`config.mk`:
```
export PLATFORM = sky130hd
export DESIGN_NAME = pgm_erase_ctrl
export DESIGN_NICKNAME = d
export VERILOG_FILES = /design/src/rtl/pec_pkg.sv /design/src/rtl/pec_slot.sv /design/src/rtl/pec_status.sv /design/src/rtl/pgm_erase_ctrl.sv
export SDC_FILE = /design/constraint.sdc
export NUM_CORES = 1
export LEC_CHECK = 0
export BUFFER_PORTS_ARGS = -buffer_cell sky130_fd_sc_hd__buf_4
export CAP_MARGIN = 20
export CORE_MARGIN = 5
export CORE_UTILIZATION = 30
export CTS_BUF_LIST = sky130_fd_sc_hd__clkbuf_8
export CTS_CLUSTER_DIAMETER = 40
export DETAILED_ROUTE_END_ITERATION = 7
export GPL_TIMING_DRIVEN = 1
export SLEW_MARGIN = 20
export SYNTH_ARGS = -nofsm -noshare
export SYNTH_HDL_FRONTEND = slang
export SYNTH_SLANG_ARGS = --single-unit
export TNS_END_PERCENT = 5
```
`constraint.sdc`:
```
create_clock -name clk -period 2.22 [get_ports clk]
set_input_delay 0.222 -clock clk [delete_from_list [all_inputs] [get_ports clk]]
set_output_delay 0.222 -clock clk [all_outputs]
set_load 0.01 [all_outputs]
```
`src/rtl/pec_pkg.sv`:
```
package pec_pkg;

  typedef enum logic [2:0] {
    OP_NONE  = 3'd0,
    OP_WORD  = 3'd1,
    OP_DWORD = 3'd2,
    OP_ERASE = 3'd3,
    OP_PREG  = 3'd4
  } op_e;

  typedef enum logic [1:0] {
    SL_IDLE = 2'd0,
    SL_RUN  = 2'd1,
    SL_HALT = 2'd2,
    SL_PARK = 2'd3
  } slot_e;

  localparam int SB_READY = 7;
  localparam int SB_ESUSP = 6;
  localparam int SB_EFAIL = 5;
  localparam int SB_PFAIL = 4;
  localparam int SB_VPP   = 3;
  localparam int SB_PSUSP = 2;
  localparam int SB_PROT  = 1;

  function automatic int imax(input int a, input int b);
    return (a > b) ? a : b;
  endfunction

endpackage

```
`src/rtl/pec_slot.sv`:
```
module pec_slot
  import pec_pkg::*;
#(
  parameter int CNT_W = 6,
  parameter int LAT_W = 3
) (
  input  logic             clk,
  input  logic             rst_n,
  input  logic             kill,
  input  logic             load,
  input  op_e              load_op,
  input  logic [CNT_W-1:0] load_cnt,
  input  logic             susp,
  input  logic [LAT_W-1:0] susp_lat,
  input  logic             resume,
  output slot_e            state,
  output op_e              op,
  output logic             fin
);

  logic [CNT_W-1:0] cnt_q;
  logic [LAT_W-1:0] lat_q;

  // final pulse: the operation retires on this edge
  assign fin = (state == SL_RUN) && (cnt_q == CNT_W'(1));

  always_ff @(posedge clk) begin
    if (!rst_n || kill) begin
      state <= SL_IDLE;
      op    <= OP_NONE;
      cnt_q <= '0;
      lat_q <= '0;
    end else begin
      case (state)
        SL_IDLE: begin
          if (load) begin
            state <= SL_RUN;
            op    <= load_op;
            cnt_q <= load_cnt;
          end
        end
        SL_RUN: begin
          if (fin) begin
            state <= SL_IDLE;
            op    <= OP_NONE;
          end else begin
            cnt_q <= cnt_q - CNT_W'(1);
            if (susp) begin
              state <= SL_HALT;
              lat_q <= susp_lat;
            end
          end
        end
        SL_HALT: begin
          if (lat_q <= LAT_W'(1)) state <= SL_PARK;
          else                     lat_q <= lat_q - LAT_W'(1);
        end
        default: begin
          if (resume) state <= SL_RUN;
        end
      endcase
    end
  end

endmodule

```
`src/rtl/pec_status.sv`:
```
module pec_status
  import pec_pkg::*;
(
  input  logic       clk,
  input  logic       rst_n,
  input  logic       clr,
  input  logic       set_prot,
  input  logic       set_vpp,
  input  logic       set_pfail,
  input  logic       set_efail,
  input  logic       busy,
  input  logic       psusp,
  input  logic       esusp,
  output logic [7:0] status
);

  logic [3:0] err_q;   // {efail, pfail, vpp, prot}
  logic [3:0] err_set;

  assign err_set = {set_efail, set_pfail, set_vpp, set_prot};

  always_ff @(posedge clk) begin
    if (!rst_n) err_q <= '0;
    else        err_q <= (clr ? 4'b0 : err_q) | err_set;
  end

  always_comb begin
    status           = '0;
    status[SB_READY] = !busy;
    status[SB_ESUSP] = esusp;
    status[SB_EFAIL] = err_q[3];
    status[SB_PFAIL] = err_q[2];
    status[SB_VPP]   = err_q[1];
    status[SB_PSUSP] = psusp;
    status[SB_PROT]  = err_q[0];
  end

endmodule

```
`src/rtl/pgm_erase_ctrl.sv`:
```
module pgm_erase_ctrl
  import pec_pkg::*;
#(
  parameter int WORD_CYCLES     = 12,
  parameter int DWORD_CYCLES    = 16,
  parameter int ERASE_CYCLES    = 40,
  parameter int PREG_CYCLES     = 10,
  parameter int PGM_SUSP_CYCLES = 2,
  parameter int ERS_SUSP_CYCLES = 6
) (
  input  logic       clk,
  input  logic       rst_n,
  input  logic       abort_n,
  input  logic       start_word,
  input  logic       start_dword,
  input  logic       start_erase,
  input  logic       start_preg,
  input  logic       susp_req,
  input  logic       resume_req,
  input  logic       clr_status,
  input  logic       vpp_ok,
  input  logic       tgt_protected,
  input  logic       op_fail,
  output logic [7:0] status,
  output logic       busy,
  output logic       suspended
);

  localparam int MAX_CYC = imax(imax(WORD_CYCLES, DWORD_CYCLES),
                                imax(ERASE_CYCLES, PREG_CYCLES));
  localparam int CNT_W   = $clog2(MAX_CYC + 1);
  localparam int MAX_LAT = imax(PGM_SUSP_CYCLES, ERS_SUSP_CYCLES);
  localparam int LAT_W   = $clog2(MAX_LAT + 1);
  localparam int NSLOT   = 2;   // 0: outer operation, 1: program nested in a parked erase

  slot_e            st   [NSLOT];
  op_e              sop  [NSLOT];
  logic             fin  [NSLOT];
  logic             ld   [NSLOT];
  logic             sus  [NSLOT];
  logic             res  [NSLOT];
  logic [NSLOT-1:0] fail_p, fail_e;

  op_e              req_op;
  logic [CNT_W-1:0] req_cnt;
  logic             start_any, req_is_pgm;
  logic             all_idle, nest_ok, take0, take1, take, bad;
  logic             tsel;
  slot_e            tgt_st;
  op_e              tgt_op;
  logic             tgt_fin, susp_ok, res_ok;
  logic [LAT_W-1:0] lat_sel;
  logic             psusp, esusp;

  // request decode
  always_comb begin
    req_op  = OP_NONE;
    req_cnt = '0;
    if (start_erase) begin
      req_op  = OP_ERASE;
      req_cnt = CNT_W'(ERASE_CYCLES);
    end else if (start_dword) begin
      req_op  = OP_DWORD;
      req_cnt = CNT_W'(DWORD_CYCLES);
    end else if (start_word) begin
      req_op  = OP_WORD;
      req_cnt = CNT_W'(WORD_CYCLES);
    end else if (start_preg) begin
      req_op  = OP_PREG;
      req_cnt = CNT_W'(PREG_CYCLES);
    end
  end

  assign start_any  = start_word | start_dword | start_erase | start_preg;
  assign req_is_pgm = (req_op == OP_WORD) || (req_op == OP_DWORD);
  assign all_idle   = (st[0] == SL_IDLE) && (st[1] == SL_IDLE);
  assign nest_ok    = (st[0] == SL_PARK) && (sop[0] == OP_ERASE) && (st[1] == SL_IDLE);
  assign take0      = abort_n && all_idle && start_any;
  assign take1      = abort_n && nest_ok && req_is_pgm && !resume_req;
  assign take       = take0 | take1;
  assign bad        = !vpp_ok || tgt_protected;

  // top of the suspend stack
  assign tsel    = (st[1] != SL_IDLE);
  assign tgt_st  = st[tsel];
  assign tgt_op  = sop[tsel];
  assign tgt_fin = fin[tsel];
  assign susp_ok = abort_n && susp_req && (tgt_st == SL_RUN) && !tgt_fin && (tgt_op != OP_PREG);
  assign res_ok  = abort_n && resume_req && (tgt_st == SL_PARK);
  assign lat_sel = (tgt_op == OP_ERASE) ? LAT_W'(ERS_SUSP_CYCLES) : LAT_W'(PGM_SUSP_CYCLES);

  assign ld[0] = take0 && !bad;
  assign ld[1] = take1 && !bad;

  for (genvar g = 0; g < NSLOT; g++) begin : g_slot
    assign sus[g]    = susp_ok && (tsel == 1'(g));
    assign res[g]    = res_ok  && (tsel == 1'(g));
    assign fail_p[g] = abort_n && fin[g] && op_fail && (sop[g] != OP_ERASE);
    assign fail_e[g] = abort_n && fin[g] && op_fail && (sop[g] == OP_ERASE);

    pec_slot #(.CNT_W(CNT_W), .LAT_W(LAT_W)) u_slot (
      .clk      (clk),
      .rst_n    (rst_n),
      .kill     (!abort_n),
      .load     (ld[g]),
      .load_op  (req_op),
      .load_cnt (req_cnt),
      .susp     (sus[g]),
      .susp_lat (lat_sel),
      .resume   (res[g]),
      .state    (st[g]),
      .op       (sop[g]),
      .fin      (fin[g])
    );
  end

  assign busy      = (st[0] == SL_RUN) || (st[0] == SL_HALT) ||
                     (st[1] == SL_RUN) || (st[1] == SL_HALT);
  assign psusp     = (tgt_st == SL_PARK) && (tgt_op != OP_ERASE);
  assign esusp     = (st[0] == SL_PARK) && (sop[0] == OP_ERASE) && !psusp;
  assign suspended = psusp | esusp;

  pec_status u_status (
    .clk       (clk),
    .rst_n     (rst_n),
    .clr       (clr_status),
    .set_prot  (take && tgt_protected),
    .set_vpp   (take && !vpp_ok),
    .set_pfail ((|fail_p) || (take && tgt_protected && (req_op == OP_PREG))),
    .set_efail (|fail_e),
    .busy      (busy),
    .psusp     (psusp),
    .esusp     (esusp),
    .status    (status)
  );

endmodule

```
After elaboration in Yosys (flattened, before gate mapping)
Index checks and enable logic that the tools add are counted.

Memory bits (writable): 0. Output and inout port bits: 10. Bits in read-only memories: 0. Latch bits: 0. Register bits after elaboration: 32. Input bits: 13. Memories: 0.

Bitwise logic cells: 8. Muxes and demuxes: 51. Equal/unequal tests: 33. Order comparisons: 3. Reduce and logical (&&, ||, !) cells: 69. Shift operators: 0. Div/mod/pow operators: 0. $mul: 0. $add $sub $neg: 4.

Operators with widths (count): two-way mux 3 bit (18); logical AND 1 bit (35); two-way mux 6 bit (5); two-way mux 2 bit (13); one-hot mux 3 bit (2 select lines) (4); one-hot mux 6 bit (2 select lines) (2); inequality test 2 x 1 -> 1 bit, second input constant (8); AND reduction 4 bit (4); == test 3 x 2 -> 1 bit, second input constant (4); == test 6 x 1 -> 1 bit, second input constant (2); two-way mux 4 bit (3); one-hot mux 2 bit (3 select lines) (2); AND reduction 3 bit (4); subtractor 6 x 1 -> 6 bit, second input constant (2); nonzero test 2 bit (5); inequality test 3 x 2 -> 1 bit, second input constant (3); == test 2 bit, second input constant (4); logical NOT 1 bit (8); inequality test 2 bit, second input constant (4); nonzero test 4 bit (2); logical OR 1 bit (7); == test 2 x 1 -> 1 bit, second input constant (3); <= comparator 3 x 1 -> 1 bit, second input constant (2); inequality test 3 x 1 -> 1 bit, second input constant (2); other kinds (13) (22).

Longest topological paths before layout
Gate-level depths: netlist of the first run.

Word-level depth: 13. Gate-level depth with buffers: 9. Gate-level depth less buffers: 7.

Modules after synthesis
A second synthesis of the first run with hierarchy kept.

Cells, all modules: 313. Area, all modules: 2511.2 um2.

By module, submodules not included: pec_slot at g_slot[0].u_slot (times used 1, cells an instance 120, area an instance 1001.0 um2); pec_slot at g_slot[1].u_slot (times used 1, cells an instance 116, area an instance 957.2 um2); pgm_erase_ctrl (times used 1, cells an instance 60, area an instance 387.9 um2); pec_status (times used 1, cells an instance 17, area an instance 165.2 um2).

Worst setup path before layout of the first run
Ideal clock, no wire load.

Path type: register to register. From: register g_slot[1].u_slot.state[0]. To: register g_slot[1].u_slot.lat_q[2]. Cell stages (with the launch flop): 9. Data required time: 2.103 ns. Clock period less this slack: 1.954 ns. Data arrival time: 1.836 ns. Setup time: 0.117 ns. Setup slack: 0.266 ns. Path buffers: 1. Cells stage by stage: dfxtp_1 inv_1 ha_1 buf_2 nor4bb_1 o311ai_0 o22ai_1 o21ai_0 a32o_1.

Word-level cells in the longest chain between the ends: 12.

RTL lines: start, declared (line pec_slot.sv:16) `output slot_e state,`; start signal, assigned (line pec_slot.sv:29) `state <= SL_IDLE;`; start signal, assigned (line pec_slot.sv:37) `state <= SL_RUN;`; start signal, assigned (line pec_slot.sv:44) `state <= SL_IDLE;`; nonzero test 2 bit (line pgm_erase_ctrl.sv:84) `assign tsel = (st[1] != SL_IDLE);`; inverter 1 -> 2 bit (implied by the code) (line pgm_erase_ctrl.sv:85, pgm_erase_ctrl.sv:86, pgm_erase_ctrl.sv:87); two-way mux 2 bit (implied by the code) (3 in a row) (line pgm_erase_ctrl.sv:85) `assign tgt_st = st[tsel];`; == test 2 x 1 -> 1 bit (line pgm_erase_ctrl.sv:88) `assign susp_ok = abort_n && susp_req && (tgt_st == SL_RUN) && !tgt_fin && (tgt_op != OP_PREG);`; logical AND 1 bit (3 in a row) (line pgm_erase_ctrl.sv:88); logical AND 1 bit (line pgm_erase_ctrl.sv:96) `assign sus[g] = susp_ok && (tsel == 1'(g));`; inequality test 2 x 1 -> 1 bit (no line); AND reduction 4 bit (no line); end signal, assigned (line pec_slot.sv:50) `lat_q <= susp_lat;`; end signal, assigned (line pec_slot.sv:56) `else lat_q <= lat_q - LAT_W'(1);`; end, declared (line pec_slot.sv:22) `logic [LAT_W-1:0] lat_q;`.

Several ways; a longest one is shown, not always the timed one. The select of a mux whose other input is x is not followed. A chain may end at the register's enable or synchronous reset.

Worst setup path after layout of the first run
From: register g_slot[1].u_slot.state[0]. To: register g_slot[1].u_slot.cnt_q[0].

Word-level cells in the longest chain between the ends: 8.

RTL lines: logical NOT 2 bit (line pec_slot.sv:34, pgm_erase_ctrl.sv:77); logical AND 1 bit (line pgm_erase_ctrl.sv:77) `assign nest_ok = (st[0] == SL_PARK) && (sop[0] == OP_ERASE) && (st[1] == SL_IDLE);`; logical AND 1 bit (3 in a row) (line pgm_erase_ctrl.sv:79) `assign take1 = abort_n && nest_ok && req_is_pgm && !resume_req;`; logical AND 1 bit (line pgm_erase_ctrl.sv:93) `assign ld[1] = take1 && !bad;`; inequality test 2 x 1 -> 1 bit (no line); AND reduction 3 bit (no line); end signal, assigned (line pec_slot.sv:39) `cnt_q <= load_cnt;`; end signal, assigned (line pec_slot.sv:47) `cnt_q <= cnt_q - CNT_W'(1);`; end, declared (line pec_slot.sv:21) `logic [CNT_W-1:0] cnt_q;`.

Several ways; a longest one is shown, not always the timed one.

==> flow_summary_export.csv, run 1 <==
group,metric,value,unit
global_route,groute.usage.overall,12.2,%
critical_path,worst-endpoint-arrival,2.21,ns
clocking,inserted_clock_buffers,5,
finish,finalNonFillerCells,391,
sta,rsz0062_at_grt,"false",
finish,multi_input_comb_area,1370,µm²
critical_path,critPathKind,"reg2reg",
synthesis,main_combinational_cell_family_by_area_after_synthesis,"compound AO/OA/AOI/OAI gates",
sta,finalWorstSetupSlack,0.165,ns
pwr,power.static_leakage,0.984,nW
hold_path,worstHoldStart,"rst_n",
detailed_routing,drt_iter0_drc,74,
synthesis,synth_top_cell_area_share,29.8,%
sta,max_freq,487,MHz
sta,setup-tns-final,0,ns
hold_path,worstHoldPathType,"in2reg",
sta,post-route-period-util,92.6,%
finish,post_route_cells_drive_above_1_share,14.6,%
synthesis,synth.lib_cells_used.distinct,57,
synthesis,synth_commonest_cells,"sky130_fd_sc_hd__dfxtp_1, sky130_fd_sc_hd__nor2_1, sky130_fd_sc_hd__inv_1",
synthesis,synth-xor-area-share,0.407,%
synthesis,synthesis.yosys.warnings,0,
detailed_routing,first_pass_iters,4,
synthesis,synth_mux_area_share,2.85,%
clocking,tritoncts_num_sinks,32,
detailed_routing,wire_per_inst,13.4,µm
synthesis,post_synthesis_share_of_cell_area_spent_on_and_or_nand_and_nor_gates,24.7,%
clocking,cts.path.max_buffers,2,
critical_path,setup.worst_path.start,"g_slot[1].u_slot.state[0]",
status,run_status,"finished clean",
die,die_width,94.7,µm
global_route,number_of_antenna_violations_at_the_first_check_in_global_routing,0,
synthesis,synth.ff_latch_count,32,
sta,finalClockSkew,0.00510,ns
synthesis,synth_flop_cell,"sky130_fd_sc_hd__dfxtp_1",
global_route,first_global_vias,1859,
place,pre_cts_ws,0.137,ns
die,floorplan.initialDensity,31.3,%
synthesis,synth-compound-area-share,26.0,%
clocking,clk_latency,0.28,ns
sta,slew_at_the_pin_closest_to_its_max_slew_limit,0.541,ns
finish,fillCellCount,718,
die,design.die.area,8960,µm²
place,placed_instances,383,
global_route,grt_start_max_net_pins,15,
flow_run,max_cap_viol_count,0,
pwr,vdd_drop_max,0.000316,V
synthesis,synth_most_common_cell,"sky130_fd_sc_hd__dfxtp_1",
synthesis,ys_async_sr_fraction,0,%
clocking,clock_tree.htree_level_count,2,
critical_path,critPathCaptureType,"register",
die,total_core_area,6870,µm²
clocking,tritoncts_clock_tree,"built",
synthesis,seq_area_frac_synth,29.8,%
critical_path,crit_path_start_kind,"register",
synthesis,synth.area.top_cells,"sky130_fd_sc_hd__dfxtp_1, sky130_fd_sc_hd__ha_1, sky130_fd_sc_hd__nor2_1",
place,io_buf_count,21,
clocking,ctsResizeCount,0,
critical_path,ff_to_ff_start,"g_slot[1].u_slot.state[0]",
finish,antennaDiodeCount,0,
detailed_routing,drt_wl_total,5.24,mm
sta,hold-worst-slack,0.188,ns
detailed_routing,avgViaCountPerCell,5.08,
detailed_routing,post_route_ant_nets,0,
global_route,grt_remaining_overflow,0,
sta,finalSetupViolCount,0,
detailed_routing,route.vias.total,1987,
critical_path,crit_path_max_fanout,11,
synthesis,mappedNetlistArea,2150,µm²
sta,finalHoldViolCount,0,
sta,maxSlewHeadroom,63.8,%
finish,final-seq-area,641,µm²
clocking,cts_hold_buf,0,
synthesis,syn_inst,273,
synthesis,synth_area_leader_cell,"sky130_fd_sc_hd__dfxtp_1",
clocking,cts.root.buffer_cell,"sky130_fd_sc_hd__clkbuf_8",
synthesis,count_of_flip_flops_with_a_built_in_enable_after_synthesis,0,
finish,layout.nets,322,
pwr,power_per_cell_area,462,nW/µm²
clocking,setup_buffers_after_cts,0,
place,place_congestion,0.915,
place,dp_hpwl,4.05,mm
synthesis,postSynthNetCount,301,
critical_path,required,2.37,ns
die,floorplan.io_pins,23,
die,row_count,30,
synthesis,synthesis.area_per_instance,7.88,µm²
sta,max_slew_violation_total_from_the_final_report,0,
clocking,clkTransAtPathRegs,0.07,ns
die,chipHeight,94.7,µm
detailed_routing,detailed_route_drc_error_count,0,
global_route,first_pass_grt_wire_length,8.72,mm
synthesis,synth-adder-area-share,8.73,%
finish,area_growth_syn_to_layout,16.3,%
sta,finalWorstPathRequiredPeriod,2.05,ns
==> layer usage <==
layer	global-route usage (%)	wire (µm)	vias to the layer above
met2	18.8	2370	41
met4	4.45	76	0
met1	16.5	2530	911
met3	2.87	259	8
li1	-	-	1027
met5	0	0	-
==> stage by stage <==
step | util, % | power (mW) | cell area [µm²]
2_1_floorplan | - | 0.669 | 2150
3_3_place_gp | 34.9 | 0.715 | 2400
3_5_place_dp | 34.9 | 0.715 | 2400
4_1_cts | 36.2 | 1.17 | 2490
5_1_grt | 36.4 | 1.21 | 2500
6_report | 36.4 | 1.16 | 2500
==> logic make-up after synthesis <==
family / after synthesis
multiplexers: 6
AO/OA/AOI/OAI: 80
flip-flops: 32
AND/OR/NAND/NOR: 102
buffers and inverters: 36
XOR/XNOR: 1
adder cells (fa/ha/maj): 15
other: 1
==> state kept, by name, summed over array words and instances (netlist names) <==
| signal | flops |
|---|---|
| g_slot.u_slot.cnt_q | 12 |
| g_slot.u_slot.lat_q | 6 |
| g_slot.u_slot.op | 6 |
| g_slot.u_slot.state | 4 |
| u_status.err_q | 4 |
==> layout make-up <==
| class | count | share of cell area (%) |
|---|---|---|
| inverter | 24 | 3.60 |
| clock buffer | 6 | 3.30 |
| multi-input combinational | 205 | 54.6 |
| tap | 96 | 4.80 |
| sequential | 32 | 25.6 |
| clock inverter | 2 | 0.300 |
| timing repair buffer | 26 | 7.80 |
==> path summary, 6_finish.rpt <==
check / to / cells after the start / slack, ns
setup / recovery: g_slot[1].u_slot.cnt_q[0] / 7 / 0.17
hold / removal: u_status.err_q[1] / 2 / 0.19
setup reg to reg: g_slot[1].u_slot.cnt_q[0] / 7 / 0.17
hold reg to reg: g_slot[0].u_slot.lat_q[2] / 2 / 0.47
==> power breakdown <==
group	switching (mW)	internal, mW	leakage [nW]
combinational	0.0683	0.0495	0.672
sequential	0.00479	0.579	0.258
clock	0.211	0.243	0.0538
total	0.284	0.872	0.984
==> critical path: stages, from the launching register on <==
cell	delay (ns)
sky130_fd_sc_hd__dfxtp_1	0.35
sky130_fd_sc_hd__inv_1	0.11
sky130_fd_sc_hd__ha_1	0.26
sky130_fd_sc_hd__and4b_1	0.33
sky130_fd_sc_hd__a41o_1	0.43
sky130_fd_sc_hd__nand2_1	0.17
sky130_fd_sc_hd__a22oi_1	0.21
sky130_fd_sc_hd__nor2_1	0.05
==> cells in the final DEF (no fill, tap or decap), drive strengths merged, types with 6 or more instances in the layout <==
cell type / synthesis / final
a211oi: 7 / 7
a21oi: 20 / 20
buf: 7 / 26
clkbuf: 5 / 6
dfxtp: 32 / 32
ha: 15 / 15
inv: 23 / 25
nand2: 21 / 21
nand3: 7 / 7
nor2: 27 / 27
nor2b: 7 / 7
nor3: 9 / 9
o21ai: 15 / 15
(Power assumes the default switching activity.)
==> run 2, diff against run 1 <==
--- a/config.mk
+++ b/config.mk
@@ -6,10 +6,8 @@
 export NUM_CORES = 1
 export LEC_CHECK = 0
 export BUFFER_PORTS_ARGS = -buffer_cell sky130_fd_sc_hd__buf_4
-export CAP_MARGIN = 20
 export CORE_MARGIN = 5
 export CORE_UTILIZATION = 30
-export CTS_BUF_LIST = sky130_fd_sc_hd__clkbuf_8
 export CTS_CLUSTER_DIAMETER = 40
 export DETAILED_ROUTE_END_ITERATION = 7
 export GPL_TIMING_DRIVEN = 1
==> run 2 against run 1 <==
Effect of this change: sequential power hardly changed; critical path depth unchanged; sequential share of layout area is the same; clock skew is essentially flat; worst setup slack lost 0.0069 ns; first-iteration DRC count is the same; largest cell class unchanged; hold slack gained 0.00053 ns.
==> flow_summary_export.csv, run 2 (synthesis gave the netlist of run 1 again) <==
group,metric,value,unit
finish,fillCellCount,718,
critical_path,timing.critical_path.slowest_stage_cell,"sky130_fd_sc_hd__a41o_1",
sta,rsz0062_at_grt,"false",
detailed_routing,drt_wl_total,5.24,mm
finish,reg_top3,"g_slot.u_slot.cnt_q (12), g_slot.u_slot.lat_q (6), g_slot.u_slot.op (6)",
sta,slew_at_the_pin_closest_to_its_max_slew_limit,0.539,ns
critical_path,crit_path_start_kind,"register",
die,design.die.area,8960,µm²
global_route,groute.usage.overall,12.2,%
clocking,ctsResizeCount,0,
clocking,tritoncts_num_sinks,32,
critical_path,critPathKind,"reg2reg",
status,run_status,"finished clean",
global_route,grt_remaining_overflow,0,
clocking,cts.root.buffer_cell,"sky130_fd_sc_hd__clkbuf_8",
critical_path,worstPathCellList,"inv_1, ha_1, and4b_1, a41o_1, nand2_1, a22oi_1, nor2_1",
global_route,first_global_vias,1859,
finish,layout.nets,322,
place,io_buf_count,21,
finish,top_register_by_number_of_flip_flops,"g_slot.u_slot.cnt_q",
global_route,first_pass_grt_wire_length,8.72,mm
pwr,power.static_leakage,0.976,nW
finish,top_library_cells_by_usage_in_the_layout_fill_and_taps_aside,"sky130_fd_sc_hd__dfxtp_1, sky130_fd_sc_hd__nor2_1, sky130_fd_sc_hd__buf_4",
die,floorplan.initialDensity,31.3,%
finish,layout_commonest_cell,"sky130_fd_sc_hd__dfxtp_1",
die,die_width,94.7,µm
finish,area_growth_syn_to_layout,16.3,%
clocking,clkTransAtPathRegs,0.07,ns
detailed_routing,route.vias.total,1991,
detailed_routing,post_route_ant_nets,0,
critical_path,required,2.37,ns
clocking,setup_buffers_after_cts,0,
clocking,tritoncts_clock_tree,"built",
critical_path,critPathCaptureType,"register",
sta,finalWorstPathRequiredPeriod,2.06,ns
sta,finalHoldViolCount,0,
sta,finalSetupViolCount,0,
sta,post-route-period-util,92.9,%
critical_path,reg2reg_depth,7,
clocking,cts.path.max_buffers,2,
clocking,clk_latency,0.28,ns
sta,setup-tns-final,0,ns
die,chipHeight,94.7,µm
critical_path,worst-endpoint-arrival,2.22,ns
clocking,cts_hold_buf,0,
pwr,vdd_drop_max,0.000326,V
finish,antennaDiodeCount,0,
pwr,power_per_cell_area,466,nW/µm²
die,row_count,30,
finish,fin_area,2500,µm²
detailed_routing,avgViaCountPerCell,5.09,
sta,max_slew_violation_total_from_the_final_report,0,
critical_path,crit_path_max_fanout,11,
global_route,number_of_antenna_violations_at_the_first_check_in_global_routing,0,
critical_path,timing.critical_path.slowest_cell_delay,0.43,ns
clocking,inserted_clock_buffers,5,
finish,post_route_cells_drive_above_1_share,14.6,%
place,dpl_cell_area,2400,µm²
place,place_congestion,0.915,
detailed_routing,detailed_route_drc_error_count,0,
finish,largest_register_ff_count,12,
place,dp_hpwl,4.05,mm
sta,maxSlewHeadroom,64.0,%
die,floorplan.io_pins,23,
die,total_core_area,6870,µm²
global_route,grt_start_max_net_pins,15,
clocking,clock_tree.htree_level_count,2,
flow_run,max_cap_viol_count,0,
detailed_routing,wire_per_inst,13.4,µm
detailed_routing,first_pass_iters,4,
hold_path,worstHoldPathType,"in2reg",
sta,finalClockSkew,0.00519,ns
detailed_routing,drt_iter0_drc,74,
hold_path,worstHoldPathCells,2,
sta,max_freq,485,MHz
-- run 2: cell types whose count changed in the layout (fill, tap and decap cells not counted), sizes merged --
| cell | previous run | this run |
|---|---|---|
| clkbuf | 6 | 8 |
| inv | 25 | 23 |
-- run 2: area by class of cell --
cell class	instances	area, µm²	area share [%]
Sequential cell	32	641	25.6
Inverter	24	90.1	3.60
Timing Repair Buffer	26	195	7.80
Multi-Input combinational cell	205	1370	54.6
Clock buffer	8	90.1	3.60
Tap cell	96	120	4.80
-- run 2: routing by layer --
metal  vias to the layer above  track usage, %  routed length [µm]
met4                         0            4.45                  76
met5                         -               0                   0
met3                         8            2.87                 253
li1                       1027               -                   -
met1                       915            16.5                2520
met2                        41            18.8                2390
-- run 2: power by group --
part,internal [mW],switching (mW),leakage [nW],total [mW]
combinational,0.0495,0.0682,0.672,0.118
sequential,0.579,0.00481,0.258,0.584
clock,0.253,0.211,0.0455,0.464
total,0.882,0.284,0.976,1.17
-- run 2: critical path: cells and delay by family (launching register included) --
family,cells,cell delay [ns]
buffers and inverters,1,0.11
AND/OR/NAND/NOR,3,0.56
AO/OA/AOI/OAI,2,0.64
adder cells (fa/ha/maj),1,0.26
flip-flops,1,0.35
-- run 2: final timing paths --
path | startpoint | endpoint | slack, ns
min | rst_n | u_status.err_q[3] | 0.19
max reg2reg | g_slot[1].u_slot.state[0] | g_slot[1].u_slot.cnt_q[0] | 0.16
min reg2reg | g_slot[0].u_slot.lat_q[2] | g_slot[0].u_slot.lat_q[2] | 0.47
max | g_slot[1].u_slot.state[0] | g_slot[1].u_slot.cnt_q[0] | 0.16
-- run 2: through the flow --
| step | util [%] | setup slack (ns) | power [mW] | hold slack [ns] | cells |
|---|---|---|---|---|---|
| floorplan | - | 0.266 | 0.669 | 0.344 | 273 |
| global placement | 34.9 | 0.193 | 0.715 | 0.457 | 383 |
| detailed placement | 34.9 | 0.137 | 0.715 | 0.461 | 383 |
| CTS | 36.2 | 0.0700 | 1.18 | 0.181 | 391 |
| global route | 36.4 | 0.00152 | 1.22 | 0.185 | 391 |
| finish | 36.4 | 0.158 | 1.17 | 0.188 | 391 |
